[config.mk]
export PLATFORM = sky130hd
export DESIGN_NAME = spriteAddrGen
export DESIGN_NICKNAME = d
export VERILOG_FILES = /design/src/rtl/spraddr_pkg.sv /design/src/rtl/sprObjRam.sv /design/src/rtl/sprAddrCtrl.sv /design/src/rtl/sprAddrPath.sv /design/src/rtl/spriteAddrGen.sv
export SDC_FILE = /design/constraint.sdc
export NUM_CORES = 1
export LEC_CHECK = 0
export BUFFER_PORTS_ARGS = -buffer_cell sky130_fd_sc_hd__clkbuf_2
export CORE_MARGIN = 2
export CORE_UTILIZATION = 55
export CTS_BUF_LIST = sky130_fd_sc_hd__clkbuf_4
export DETAILED_ROUTE_END_ITERATION = 7
export GPL_TIMING_DRIVEN = 1
export HOLD_SLACK_MARGIN = 0.08
export PLACE_DENSITY = 0.71
export SYNTH_ARGS = -nofsm -noshare
export SYNTH_HDL_FRONTEND = slang
export SYNTH_SLANG_ARGS = --single-unit
export TNS_END_PERCENT = 10
[constraint.sdc]
create_clock -name clk -period 9.8 [get_ports clk]
set_clock_uncertainty 0.1 [all_clocks]
set_input_delay 0.49 -clock clk [delete_from_list [all_inputs] [get_ports clk]]
set_output_delay 0.49 -clock clk [all_outputs]
set_load 0.02 [all_outputs]
[src/rtl/spraddr_pkg.sv]
package spraddr_pkg;

  typedef enum logic [1:0] {
    ST_IDLE  = 2'd0,
    ST_FETCH = 2'd1,
    ST_BEAT0 = 2'd2,
    ST_BEAT1 = 2'd3
  } sprState_t;

  // strobes from control to datapath
  typedef struct packed {
    logic accept;  // latch object index and scan line
    logic fetch;   // object store read is live, latch attributes
    logic beat;    // emit a row byte address
    logic half;    // which byte of the row
  } sprStrobe_t;

  localparam int LANE_VPOS = 0;
  localparam int LANE_HPOS = 1;
  localparam int LANE_CODE = 2;
  localparam int LANE_COUNT = 3;

endpackage

[src/rtl/sprObjRam.sv]
module sprObjRam
  import spraddr_pkg::*;
#(
  parameter int OBJ_COUNT = 64,
  parameter int BYTE_W    = 8,
  localparam int OBJ_W    = $clog2(OBJ_COUNT)
) (
  input  logic                              clk,
  input  logic                              rstN,
  input  logic                              wrEn,
  input  logic [OBJ_W-1:0]                  wrObj,
  input  logic [1:0]                        wrLane,
  input  logic [BYTE_W-1:0]                 wrData,
  input  logic                              rdSel,
  input  logic [OBJ_W-1:0]                  rdObj,
  output logic [LANE_COUNT-1:0][BYTE_W-1:0] rdBytes
);

  // one storage array per byte lane; the read port drives the complement
  for (genvar lane = 0; lane < LANE_COUNT; lane++) begin : gLane
    logic [BYTE_W-1:0] laneMem [OBJ_COUNT];

    always_ff @(posedge clk) begin
      if (wrEn && (wrLane == 2'(lane))) begin
        laneMem[wrObj] <= wrData;
      end
    end

    assign rdBytes[lane] = rdSel ? ~laneMem[rdObj] : {BYTE_W{1'b1}};
  end

  // the store is never written and read for rendering in the same cycle
  a_r4_no_write_during_read: assert property (@(posedge clk) disable iff (!rstN)
    !(wrEn && rdSel));

endmodule

[src/rtl/sprAddrCtrl.sv]
module sprAddrCtrl
  import spraddr_pkg::*;
(
  input  logic       clk,
  input  logic       rstN,
  input  logic       blank,
  input  logic       renderReq,
  output sprStrobe_t strobes,
  output logic       ramSel
);

  sprState_t state, stateNext;

  always_ff @(posedge clk) begin
    if (!rstN) state <= ST_IDLE;
    else       state <= stateNext;
  end

  always_comb begin
    stateNext = state;
    strobes   = '0;
    case (state)
      ST_IDLE: begin
        if (renderReq && !blank) begin
          strobes.accept = 1'b1;
          stateNext      = ST_FETCH;
        end
      end
      ST_FETCH: begin
        strobes.fetch = 1'b1;
        stateNext     = ST_BEAT0;
      end
      ST_BEAT0: begin
        strobes.beat = 1'b1;
        stateNext    = ST_BEAT1;
      end
      ST_BEAT1: begin
        strobes.beat = 1'b1;
        strobes.half = 1'b1;
        stateNext    = ST_IDLE;
      end
      default: stateNext = ST_IDLE;
    endcase
  end

  assign ramSel = (state == ST_FETCH);

  // an accepted request opens the store on the following cycle
  a_r8_accept_then_select: assert property (@(posedge clk) disable iff (!rstN)
    strobes.accept |=> ramSel);

  // nothing is accepted while the renderer has handed the store to the CPU
  a_r10_blank_no_accept: assert property (@(posedge clk) disable iff (!rstN)
    blank |-> !strobes.accept);

endmodule

[src/rtl/sprAddrPath.sv]
module sprAddrPath
  import spraddr_pkg::*;
#(
  parameter int OBJ_COUNT = 64,
  parameter int POS_W     = 8,
  parameter int CODE_W    = 8,
  parameter int ROW_W     = 4,
  localparam int OBJ_W    = $clog2(OBJ_COUNT),
  localparam int ADDR_W   = CODE_W + ROW_W + 1
) (
  input  logic                             clk,
  input  logic                             rstN,
  input  sprStrobe_t                       strobes,
  input  logic [OBJ_W-1:0]                 renderObj,
  input  logic [POS_W-1:0]                 scanLine,
  input  logic [LANE_COUNT-1:0][POS_W-1:0] rdBytes,
  output logic [OBJ_W-1:0]                 objIdx,
  output logic [ADDR_W-1:0]                romAddr,
  output logic                             romValid,
  output logic [POS_W-1:0]                 romX
);

  logic [POS_W-1:0]  lineReg;
  logic [CODE_W-1:0] codeReg;
  logic [ROW_W-1:0]  rowReg;
  logic [POS_W-1:0]  xReg;
  logic              hitReg;
  logic              idleHalf;
  logic [POS_W-1:0]  rowDiff;

  // store output is inverted: positions are restored, the code is used as read
  assign rowDiff = lineReg - ~rdBytes[LANE_VPOS];

  always_ff @(posedge clk) begin
    if (!rstN) begin
      objIdx   <= '0;
      lineReg  <= '0;
      codeReg  <= '0;
      rowReg   <= '0;
      xReg     <= '0;
      hitReg   <= 1'b0;
      idleHalf <= 1'b0;
    end else begin
      idleHalf <= ~idleHalf;
      if (strobes.accept) begin
        objIdx  <= renderObj;
        lineReg <= scanLine;
      end
      if (strobes.fetch) begin
        codeReg <= rdBytes[LANE_CODE][CODE_W-1:0];
        rowReg  <= rowDiff[ROW_W-1:0];
        hitReg  <= (rowDiff >> ROW_W) == '0;
        xReg    <= ~rdBytes[LANE_HPOS];
      end
    end
  end

  assign romValid = strobes.beat && hitReg;
  assign romAddr  = romValid ? {codeReg, rowReg, strobes.half}
                             : {{(ADDR_W-1){1'b1}}, idleHalf};
  assign romX     = romValid ? xReg : '0;

  // a first-half beat is followed by the second half of the same row
  a_r6_half_order: assert property (@(posedge clk) disable iff (!rstN)
    (romValid && !romAddr[0]) |=> (romValid && romAddr[0] && $stable(romAddr[ADDR_W-1:1])));

  // the second half ends the pair
  a_r6_pair_closed: assert property (@(posedge clk) disable iff (!rstN)
    (romValid && romAddr[0]) |=> !romValid);

  // outside a beat the address stays in the blank pattern region
  a_r9_idle_region: assert property (@(posedge clk) disable iff (!rstN)
    !romValid |-> (romAddr[ADDR_W-1:1] == {(ADDR_W-1){1'b1}}));

endmodule

[src/rtl/spriteAddrGen.sv]
module spriteAddrGen
  import spraddr_pkg::*;
#(
  parameter int          OBJ_COUNT = 64,
  parameter int          POS_W     = 8,
  parameter int          CODE_W    = 8,
  parameter int          ROW_W     = 4,
  parameter int          CPU_AW    = 14,
  parameter int          WIN_LO    = 11,
  parameter logic [2:0]  WIN_SEL   = 3'b110,
  localparam int         OBJ_W     = $clog2(OBJ_COUNT),
  localparam int         ADDR_W    = CODE_W + ROW_W + 1
) (
  input  logic              clk,
  input  logic              rstN,
  input  logic [CPU_AW-1:0] cpuAddr,
  input  logic [POS_W-1:0]  cpuData,
  input  logic              cpuWr,
  input  logic              blank,
  input  logic              renderReq,
  input  logic [OBJ_W-1:0]  renderObj,
  input  logic [POS_W-1:0]  scanLine,
  output logic [ADDR_W-1:0] romAddr,
  output logic              romValid,
  output logic [POS_W-1:0]  romX,
  output logic              ramSel
);

  sprStrobe_t                       strobes;
  logic [OBJ_W-1:0]                 objIdx;
  logic [LANE_COUNT-1:0][POS_W-1:0] rdBytes;
  logic                             winHit;
  logic                             wrEn;

  // CPU write decode: window select, lane 3 unused, CPU owns the store in blanking
  assign winHit = (cpuAddr[WIN_LO+2:WIN_LO] == WIN_SEL);
  assign wrEn   = cpuWr && winHit && blank && (cpuAddr[1:0] != 2'd3);

  sprObjRam #(
    .OBJ_COUNT(OBJ_COUNT),
    .BYTE_W   (POS_W)
  ) uRam (
    .clk    (clk),
    .rstN   (rstN),
    .wrEn   (wrEn),
    .wrObj  (cpuAddr[OBJ_W+1:2]),
    .wrLane (cpuAddr[1:0]),
    .wrData (cpuData),
    .rdSel  (ramSel),
    .rdObj  (objIdx),
    .rdBytes(rdBytes)
  );

  sprAddrCtrl uCtrl (
    .clk      (clk),
    .rstN     (rstN),
    .blank    (blank),
    .renderReq(renderReq),
    .strobes  (strobes),
    .ramSel   (ramSel)
  );

  sprAddrPath #(
    .OBJ_COUNT(OBJ_COUNT),
    .POS_W    (POS_W),
    .CODE_W   (CODE_W),
    .ROW_W    (ROW_W)
  ) uPath (
    .clk      (clk),
    .rstN     (rstN),
    .strobes  (strobes),
    .renderObj(renderObj),
    .scanLine (scanLine),
    .rdBytes  (rdBytes),
    .objIdx   (objIdx),
    .romAddr  (romAddr),
    .romValid (romValid),
    .romX     (romX)
  );

  // the select is a single-cycle pulse
  a_r8_sel_single: assert property (@(posedge clk) disable iff (!rstN)
    ramSel |=> !ramSel);

  // beats appear only in the two cycles after a select
  a_r6_beat_after_sel: assert property (@(posedge clk) disable iff (!rstN)
    (romValid && !romAddr[0]) |-> $past(ramSel));

endmodule

==> results.md <==
- Status: finished with violations
- Failing checks: DRC
- Total power: 14100 uW
- Commonest non-fill, non-tap cell in the layout: edfxtp_1
- Pins Over Slew Limit: 0
- Buf/Inv on CP: 1
- Hold_sp: cpuData[0]
- Resize count post-CTS: 0
- Slowest cell on crit path: buf_12
- HP Class: in -> reg
- Final hold viol count: 0
- Syn Area/Cell: 22.0 sq um
- Core area: 111000 sq um
- DRT Pass-1 Iters: 8
- Drt drc: 148
- Clock sinks: 1580
- Vias: 30.6k
- Port-buffer cells: 60
- Number of fill cells: 7446
- Global Route Usage Sum: 24.8%
- Main flop type after synthesis: edfxtp_1
- R2R depth: 13
- Yosys warning count: 0
- Num ports: 64
- Leak: 0.0210 uW
- Worst-Skew Late Latency: 1230 ps
- Number of synthesized flops with an enable pin: 1536
- RR Endpoint: uPath.hitReg
- Placer Congestion: 0.904
- R2R setup slack: 4750 ps
- Startpoint Class: flop
- Critical path fanouts, max: 126
- DRT iter0 DRCs: 3814
- H-tree depth: 5
- Max IR drop VDD: 0.000174 V
- Fin Setup TNS: 0 ps
- Max cap viols: 0
- Initial Util: 55.5%
- RSZ-0062 raised after global routing: no
- Max clock buf depth: 4
- Routed WL: 140 mm
- CTS Root Cell: clkbuf_4
- Crit path required time: 10780 ps
- Ys async rst share: 0%
- Total clock buffers created by CTS: 395
- P&R area growth vs syn: 11.8%
- CP Cell Sequence: buf_12 -> mux4_2 -> mux4_2 -> mux2i_1 -> o21ai_0 -> ha_1 -> fa_1 -> nor2b_1 -> o21ai_0 -> nand2b_1 -> xnor2_1 -> nand4_1 -> o31ai_1
- Crit path DAT: 6030 ps
- Crit path time final: 5050 ps
- Mapped Area: 61400 sq um
- Total Die Area: 114000 sq um
- Worst Tran Pin Value: 1210 ps
- Largest delay share family, worst path: multiplexers
- Worst rel slew slack: 19.3%
- DPL Wire Length: 82.7 mm
- # rows: 122
- Critical path class: reg -> reg
- CP max stage delay: 820 ps
- Worst-path clk slew: 70 ps
- Setup crit end kind: flop
- GRT overflow: 0
- Sequential share of the synthesized area: 76.5%
- Reg area: 47000 sq um
- Initial antenna violation count: 11
- CTS tree: yes
- Via-per-instance ratio: 6.16
- FF+latch count, synth: 1580
- Post-Syn Nets: 2850
- Routed Antenna Nets: 0
- Final setup fails: 0
- Die X: 338 microns
- Multi-input gate area: 13600 sq um
- Cells after Synth: 2796
- Largest net degree at the start of global routing: 127
- Die span in y: 338 microns
- Hold path depth: 2
- Distinct cell type count after synthesis: 46
- Commonest non-fill, non-tap cells in the layout: edfxtp_1, clkbuf_4, mux4_2
- Layout cells sized above 1: 32.9%
- Pwr per Cell Area: 205 nW/um^2
- Layout net count: 3247
- Hold path endpoint: uRam.gLane[0].laneMem[52][0]
- Number of global-route vias before repair: 31.7k
- Final period util: 51.6%
- Fmax: 198 MHz
- Wire length per cell: 28.2 microns
- Global-route wire length before repair: 206 mm
## cell usage after synthesis, types with 4 or more instances
library cell     n  share of area [%]
nand2b_1        14               0.14
and3b_1          4              0.057
buf_4           17               0.21
a21oi_1         19               0.15
nor3b_1          7              0.086
nor2b_1         28               0.29
nor2_1         205                1.3
dfxtp_1         44                1.4
xnor2_1          7               0.10
a221oi_1         8               0.11
clkbuf_1        75               0.46
buf_2           33               0.27
nand2_1        120               0.73
edfxtp_1      1536                 75
a21boi_0        15               0.18
a22oi_1         10               0.12
buf_1           29               0.18
o21ai_0         21               0.17
ha_1            12               0.24
buf_6            6               0.11
and3_1          10               0.10
inv_1            8              0.049
nor3_1           4              0.033
and2_1          10               0.10
mux4_2         465                 17
nor4_1          13               0.13
mux2i_1         44               0.72
## sequential cells by signal, indices dropped and copies added (netlist names), named ones only
| name | cells |
|---|---|
| uPath.xReg | 8 |
| uRam.gLane.laneMem | 1536 |
| uPath.codeReg | 8 |
| uCtrl.state | 2 |
| uPath.lineReg | 8 |
| uPath.hitReg | 1 |
| uPath.idleHalf | 1 |
| uPath.rowReg | 4 |
| uPath.objIdx | 6 |
## cells by family after synthesis
kind of cell | count (synthesis) | share of synthesized area, %
xor gates and xnor gates | 7 | 0.0998
buffers and inverters | 169 | 1.28
muxes | 512 | 17.8
DFF | 1580 | 76.5
AOI/OAI and AO/OA | 88 | 0.949
and+or+nand+nor | 427 | 3.06
adders and majority gates | 13 | 0.277
## through the flow
stage	instance area [sq um]	hold slack (ps)	utilization [%]	std cells	worst slack, ps
final	68700	275	62.1	4964	4750
after floorplan	61400	288	-	2796	5890
after detailed placement	63200	314	57.1	4211	4710
after global routing	68700	225	62.1	4960	4420
after CTS	68700	143	62.1	4955	4660
after global placement	63200	298	57.1	4211	4700
## metal layers
layer / track usage [%] / wire length [microns] / vias up
met4: 8.97 / 3610 / 12
met1: 34.3 / 54400 / 16000
met5: 0 / 94 / -
met2: 38.0 / 67600 / 1644
li1: - / - / 12700
met3: 7.52 / 14300 / 245
## area by class of cell
cell class	instances	share of cell area (%)
Antenna cell	9	0.0328
Clock buffer	554	6.05
Clock inverter	117	0.883
Inverter	9	0.0492
Multi-Input combinational cell	1047	19.9
Sequential cell	1580	68.4
Tap cell	1488	2.71
Timing Repair Buffer	160	1.96
## how the worst max path moves through the flow
stage / endpoint / depth (start not counted) / from / slack [ps]
2_1_floorplan: uPath.hitReg / 16 / flop / 5890
3_3_place_gp: uPath.hitReg / 12 / flop / 4700
3_5_place_dp: uPath.hitReg / 13 / flop / 4710
4_1_cts: uPath.hitReg / 13 / flop / 4660
5_1_grt: uPath.hitReg / 13 / flop / 4420
6_report: uPath.hitReg / 13 / flop / 4750
## timing repair
action,in CTS,in global routing
hold buffers,73,0
hold endpoints to repair,1018,0
setup buffers,0,0
## report_power, final
group / internal (uW) / total [uW] / switching [uW]
logic: 604 / 1320 / 712
registers: 7450 / 7520 / 66.6
clock network: 2720 / 5230 / 2500
No activity file was read; power rests on OpenSTA's default activity.
